### src/rtl/run_state_pkg.sv
package run_state_pkg;
  typedef enum logic [1:0] {
    ST_LOAD = 2'd0,
    ST_RUN  = 2'd1,
    ST_HALT = 2'd2,
    ST_FAIL = 2'd3
  } run_state_e;

  localparam int unsigned NUM_EXC = 4;
  localparam int unsigned CAUSE_W = 3;
endpackage

### src/rtl/rsc_cause_arb.sv
module rsc_cause_arb #(
  parameter int unsigned N = 4,
  parameter int unsigned W = 3
) (
  input  logic [N-1:0] exc_i,
  output logic         any_o,
  output logic [W-1:0] code_o
);
  // bit 0 is the highest priority; code = index + 1
  always_comb begin
    any_o  = |exc_i;
    code_o = '0;
    for (int i = N - 1; i >= 0; i--) begin
      if (exc_i[i]) code_o = W'(i + 1);
    end
  end
endmodule

### src/rtl/rsc_state_fsm.sv
module rsc_state_fsm
  import run_state_pkg::*;
(
  input  logic       clk_i,
  input  logic       rst_ni,
  input  logic       load_done_i,
  input  logic       halt_i,
  input  logic       fail_i,
  output run_state_e state_o,
  output logic       run_o
);
  run_state_e state_q, state_d;

  always_comb begin
    state_d = state_q;
    unique case (state_q)
      ST_LOAD: if (load_done_i) state_d = ST_RUN;
      ST_RUN: begin
        if (fail_i)      state_d = ST_FAIL;
        else if (halt_i) state_d = ST_HALT;
      end
      default: state_d = state_q;  // terminal
    endcase
  end

  always_ff @(posedge clk_i or negedge rst_ni) begin
    if (!rst_ni) state_q <= ST_LOAD;
    else         state_q <= state_d;
  end

  assign state_o = state_q;
  assign run_o   = (state_q == ST_RUN);
endmodule

### src/rtl/rsc_cause_reg.sv
module rsc_cause_reg #(
  parameter int unsigned W = 3
) (
  input  logic         clk_i,
  input  logic         rst_ni,
  input  logic         capture_i,
  input  logic [W-1:0] code_i,
  output logic [W-1:0] cause_o
);
  always_ff @(posedge clk_i or negedge rst_ni) begin
    if (!rst_ni)        cause_o <= '0;
    else if (capture_i) cause_o <= code_i;
  end
endmodule

### src/rtl/run_state_ctrl.sv
module run_state_ctrl
  import run_state_pkg::*;
#(
  parameter int unsigned N_EXC = NUM_EXC,
  parameter int unsigned C_W   = CAUSE_W
) (
  input  logic           clk_i,
  input  logic           rst_ni,
  input  logic           load_done_i,
  input  logic           exec_req_i,
  input  logic           instr_done_i,
  input  logic           halt_i,
  input  logic           exc_opcode_i,
  input  logic           exc_pc_range_i,
  input  logic           exc_stack_i,
  input  logic           exc_operand_i,
  output logic [1:0]     state_o,
  output logic           exec_en_o,
  output logic [C_W-1:0] cause_o
);
  localparam logic [C_W-1:0] DEADLOCK_CODE = C_W'(N_EXC + 1);

  logic [N_EXC-1:0] exc_vec;
  logic             exc_any;
  logic [C_W-1:0]   exc_code;
  logic             stall;
  logic             fail;
  logic             run;
  run_state_e       state;

  // priority order: opcode, pc range, stack, operand
  assign exc_vec = N_EXC'({exc_operand_i, exc_stack_i, exc_pc_range_i, exc_opcode_i});

  rsc_cause_arb #(.N(N_EXC), .W(C_W)) u_arb (
    .exc_i  (exc_vec),
    .any_o  (exc_any),
    .code_o (exc_code)
  );

  assign stall = exec_req_i & ~instr_done_i & ~halt_i & ~exc_any;
  assign fail  = exc_any | stall;

  rsc_state_fsm u_fsm (
    .clk_i       (clk_i),
    .rst_ni      (rst_ni),
    .load_done_i (load_done_i),
    .halt_i      (halt_i),
    .fail_i      (fail),
    .state_o     (state),
    .run_o       (run)
  );

  rsc_cause_reg #(.W(C_W)) u_cause (
    .clk_i     (clk_i),
    .rst_ni    (rst_ni),
    .capture_i (run & fail),
    .code_i    (exc_any ? exc_code : DEADLOCK_CODE),
    .cause_o   (cause_o)
  );

  assign state_o   = state;
  assign exec_en_o = run;
endmodule

### config.mk
export PLATFORM = sky130hd
export DESIGN_NAME = run_state_ctrl
export DESIGN_NICKNAME = d
export VERILOG_FILES = /design/src/rtl/run_state_pkg.sv /design/src/rtl/rsc_cause_arb.sv /design/src/rtl/rsc_state_fsm.sv /design/src/rtl/rsc_cause_reg.sv /design/src/rtl/run_state_ctrl.sv
export SDC_FILE = /design/constraint.sdc
export NUM_CORES = 1
export LEC_CHECK = 0
export BUFFER_PORTS_ARGS = -buffer_cell sky130_fd_sc_hd__buf_2
export CORE_AREA = 2 2 39 41
export CTS_CLUSTER_DIAMETER = 40
export DETAILED_ROUTE_END_ITERATION = 10
export DIE_AREA = 0 0 41 43
export PLACE_DENSITY = 0.4
export SLEW_MARGIN = 25
export SYNTH_ARGS = -nofsm -noshare
export SYNTH_HDL_FRONTEND = slang
export SYNTH_SLANG_ARGS = --single-unit
### constraint.sdc
create_clock -name clk_i -period 1.19 [get_ports clk_i]
set_input_delay 0 -clock clk_i [delete_from_list [all_inputs] [get_ports clk_i]]
set_output_delay 0 -clock clk_i [all_outputs]
set_load 0.01 [all_outputs]
; ---- After elaboration in Yosys (flattened, before gate mapping)
; Cells that the tools add are included.
[totals]
reg_bits = 5
in_bits = 10
[op_classes]
eq_ne = 3
n_mux = 9
n_bitwise = 8
reduce_logical = 4
[op_table]
columns = cell, n
row1 = 3-bit two-way mux, 5
row2 = 2-bit two-way mux, 3
row3 = 1-bit bitwise AND, 4
row4 = 2-bit case mux with 2 select lines, 1
row5 = 4-bit OR reduction, 1
row6 = "3-bit != test, second input constant", 1
row7 = 1-bit NOT, 3
row8 = 3-bit AND reduction, 1
row9 = "2-bit by 1-bit == test with 1-bit output, second input constant", 1
row10 = 2-bit logical NOT, 1
row11 = "2-bit != test, second input constant", 1
row12 = 2-bit nonzero test, 1
row13 = 1-bit bitwise OR, 1

; ---- Depth between registers and ports, before layout
[depth]
depth_word = 7
ltp_mapped = 3
depth_no_buf = 3

; ---- Cells and area by module
; From an unflattened synthesis, not the netlist that was laid out.
[hier_totals]
cells_unflattened = 27
hier_area_um2 = 295.3
[by_module_without_submodules]
columns = module, n_inst, cells_each, area_per_inst_um2, seq_area_each_um2
row1 = rsc_cause_reg, 1, 6, 108.9, 75.1
row2 = rsc_state_fsm, 1, 8, 98.8, 50.0
row3 = run_state_ctrl, 1, 6, 45.0, 0.0
row4 = rsc_cause_arb, 1, 7, 42.5, 0.0

; ---- Worst setup path after synthesis
; Ideal clock, no wire load.
[synth_timing]
path_kind = register to register
from = reg u_fsm.state_q[0] (netlist: u_fsm.state_o[0])
to = reg u_cause.cause_o[0]
setup_ns = 0.125
arrival_time_ns = 1.124
required_time_ns = 1.065
setup_slack_ns = -0.058
path_stages_with_launch = 4
n_path_buf = 0
cell_sequence = dfrtp_1 nor2b_1 o21ai_2 mux2_2
[synth_via]
elab_chain_len = 2
[synth_lines]
columns = item, line
row1 = start: declaration, rsc_state_fsm.sv:12  ; run_state_e state_q, state_d;
row2 = start signal: assignment, rsc_state_fsm.sv:28  ; else state_q <= state_d;
row3 = 2-bit by 1-bit == test with 1-bit output, rsc_state_fsm.sv:32  ; assign run_o = (state_q == ST_RUN);
row4 = via exec_en_o, run_state_ctrl.sv:18  ; output logic exec_en_o,
row5 = 1-bit bitwise AND, run_state_ctrl.sv:56  ; .capture_i (run & fail),
row6 = end signal: assignment, rsc_cause_reg.sv:12  ; else if (capture_i) cause_o <= code_i;
row7 = end: declaration, rsc_cause_reg.sv:8  ; output logic [W-1:0] cause_o
; The timed path passes the listed nets, and every way through them passes these cells.
; A chain may end at the register's enable or synchronous reset.

; ---- Worst setup path after layout
[layout_timing]
from = in exc_operand_i
to = reg u_cause.cause_o[0]
[layout_via]
elab_chain_len = 5
[layout_lines]
columns = item, line
row1 = start: declaration, run_state_ctrl.sv:16  ; input logic exc_operand_i,
row2 = 4-bit OR reduction *, rsc_cause_arb.sv:11  ; any_o = |exc_i;
row3 = 1-bit NOT, run_state_ctrl.sv:40  ; assign stall = exec_req_i & ~instr_done_i & ~halt_i & ~exc_any;
row4 = 1-bit bitwise AND, run_state_ctrl.sv:40
row5 = 1-bit bitwise OR, run_state_ctrl.sv:41  ; assign fail = exc_any | stall;
row6 = 1-bit bitwise AND, run_state_ctrl.sv:56
; Every way passes the cells marked *; elsewhere a longest branch is shown, timed or not.

==> summary.md <==
| Metric | Value |
|---|---|
| Status | `finished, final reports clean` |
| DR top layer | `met3` |
| Element type at the critical path end | `flip-flop` |
| Fin crit period | `~1.1 ns` |
| Initial antenna violation count | `0` |
| Leak pwr | `0.2295 nW` |
| Power Density | `950.7 nW/um2` |
| Power Total | `0.4139 mW` |
| Worst setup SP type | `input pin` |
| Post-CTS sizing | `0` |
| Routability cong. | `between 0.7 and 0.8` |
| Diodes inserted | `0` |
| Clock transition at path regs | `0.04 ns` |
| Most common cell after layout, fill and taps aside | `buf_2` |
| Worst Tran Pin Value | `around 0.33 ns` |
| Root Driver | `clkbuf_4` |
| Fin cells | `65` |
| Fin. Hold Viols | `0` |
| TritonCTS buffer count | `3` |
| Die Area | `between 1500 and 2000 um2` |
| Synth area leaders | `dfrtp_1, mux2_2, or4_4` |
| Setup TNS | `0 ns` |
| Maximum clock path buffer count | `2` |
| Slack of the critical path | `about 0.086 ns` |
| Wire length on met2 | `277 um` |
| Final Skew | `a little under 0.006 ns` |
| Cell row count | `14` |
| Placed Cells | `59` |
| Syn Std Cell Area | `254.0 um2` |
| Post-synth top area cell | `dfrtp_1` |
| CTS sink count | `5` |
| Crit path DAT | `between 1 and 1.5 ns` |
| Critical path peak fanout | `3` |
| Syn Inst Count | `23` |
| Met3 WL | `between 60 and 70 um` |
| Worst skew pair latency | `about 0.24 ns` |
| Synthesis-to-layout area growth | `71.43%` |
| Total grt overflow | `0` |
| Ys Warns | `0` |
| Register area | `roughly 130 um2` |
| Drt pass-1 iters | `2` |
| Vias in the first global route | `294` |
| Post-synthesis average cell area | `around 11 um2` |
| First-pass GRT wire length | `about 1000 um` |
| Largest net degree at the start of global routing | `6` |
| Seq/Total Area, Yosys | `0.4926` |
| Synth Net Count | `33` |
| Hold_ws | `between 0.03 and 0.04 ns` |
| Fill count | `approximately 150` |
| MaxCap Viol Count | `0` |
| Setup Viol. Count Final | `0` |
| RSZ-0062 raised after global routing | `false` |
| DRT met1 WL | `297 um` |
| Core area | `1384 um2` |
| Initial Util | `0.1835` |
| Port buffer count | `15` |
| I/O pin cnt | `16` |
| Final Max Slew Viols | `0` |
| Fmax | `slightly above 0.9 GHz` |
| HP Class | `input pin to flip-flop` |
| Maximum vdd drop | `391.8 uV` |
| Die Wd | `roughly 40 um` |
| Setup Crit Path Kind | `input pin to flip-flop` |
| Die Height | `roughly 43 um` |
| Drt drc | `0` |
| Max_slew headroom | `0.7788` |
| CTS H-Tree Depth | `1` |
| Netlist cell types | `16` |
| DP HPWL | `539.9 um` |
| Antenna Nets Post-Route | `0` |
| Via density | `4.215` |
| R2r setup slk | `0.09 ns` |
| Seq cells post-synth | `5` |
| CTS tree | `built` |
| GRT Util Overall | `0.08678` |
| Via count | `~270` |
| Multi-input logic area | `127.6 um2` |
| WP data required | `roughly 1.3 ns` |
| Fraction of layout cells with a size suffix above 1 | `0.6122` |
| Most frequent cells in the layout | `buf_2, buf_4, dfrtp_1, mux2_2, clkbuf_4` |
| Area share of the largest cell type after synthesis | `0.4926` |
| Iter 0 DRT Violations | `1` |
| Final WL | `between 600 and 700 um` |
| Pre-CTS setup slack | `-0.1642 ns` |
| Fin crit share | `0.9279` |
| Final net count | `60` |
| WL/cell | `between 9 and 10 um` |
synth_stat cells:
| library cell | n |
|---|---|
| nor2_1 | 2 |
| nor3b_1 | 1 |
| nor4_1 | 1 |
| dfrtp_1 | 5 |
| a21oi_1 | 1 |
| o21ai_2 | 1 |
| nand2_1 | 1 |
| nor3_1 | 1 |
| mux2_2 | 3 |
| inv_1 | 1 |
| o31ai_1 | 1 |
| nor2b_1 | 1 |
| or4_4 | 1 |
| o21bai_1 | 1 |
| a31oi_1 | 1 |
| and2b_2 | 1 |
flip-flops by register name, indices dropped and copies added, names as in the netlist:
register and count:
u_cause.cause_o 3, u_fsm.state_o 2
worst max-delay path, stage by stage:
cell and delay, ns:
buf_2 0.11, or4_4 0.54, o21ai_2 0.22, mux2_2 0.36
metrics by stage:
stage,cell area (um2),utilization
2_1_floorplan,256.5,-
3_3_place_gp,389.1,0.2812
3_5_place_dp,389.1,0.2812
4_1_cts,435.4,0.3146
5_1_grt,435.4,0.3146
6_report,435.4,0.3146
area by class of cell:
cell class,instances,share of cell area
Tap cell,16,0.04598
Clock buffer,4,0.06034
Sequential cell,5,0.2874
Multi-Input combinational cell,17,0.2931
Inverter,1,0.008621
Timing Repair Buffer,22,0.3046
metal layers:
layer  track usage  vias up
met5             0        -
met4       0.04000        0
met3       0.03665        0
met2        0.1250       12
met1        0.1078      125
li1              -      137
kinds of logic (layout without fill, tap and decap cells):
family | Yosys count | in the layout | share of synthesized area
AOI/OAI and AO/OA | 5 | 5 | 0.1380
DFF | 5 | 5 | 0.4926
muxes | 3 | 3 | 0.1330
buffers and inverters | 1 | 27 | 0.01476
and+or+nand+nor | 9 | 9 | 0.2217
power breakdown:
| part | switching [mW] | internal [mW] | total, mW |
|---|---|---|---|
| Clock | 0.0669 | 0.127 | 0.193 |
| Combinational | 0.0202 | 0.0297 | 0.0499 |
| Sequential | 0 | 0.171 | 0.171 |
| Total | 0.0871 | 0.327 | 0.414 |
path summary, 6_finish.rpt:
| check | from | to | cells past startpoint |
|---|---|---|---|
| worst max-delay path | exc_operand_i | u_cause.cause_o[0] | 4 |
| worst min-delay path | halt_i | u_fsm.state_o[1] | 3 |
| worst max register to register | u_fsm.state_o[0] | u_cause.cause_o[0] | 3 |
| worst min register to register | u_cause.cause_o[2] | u_cause.cause_o[2] | 1 |
| max in group asynchronous | rst_ni | u_cause.cause_o[0] | 2 |
| min in group asynchronous | rst_ni | u_cause.cause_o[2] | 2 |
repair_timing:
action                    in CTS  in global routing
hold endpoints to repair       6                  0
hold buffers                   2                  0
setup buffers                  0                  0
Power figures use the tool's default switching activity.
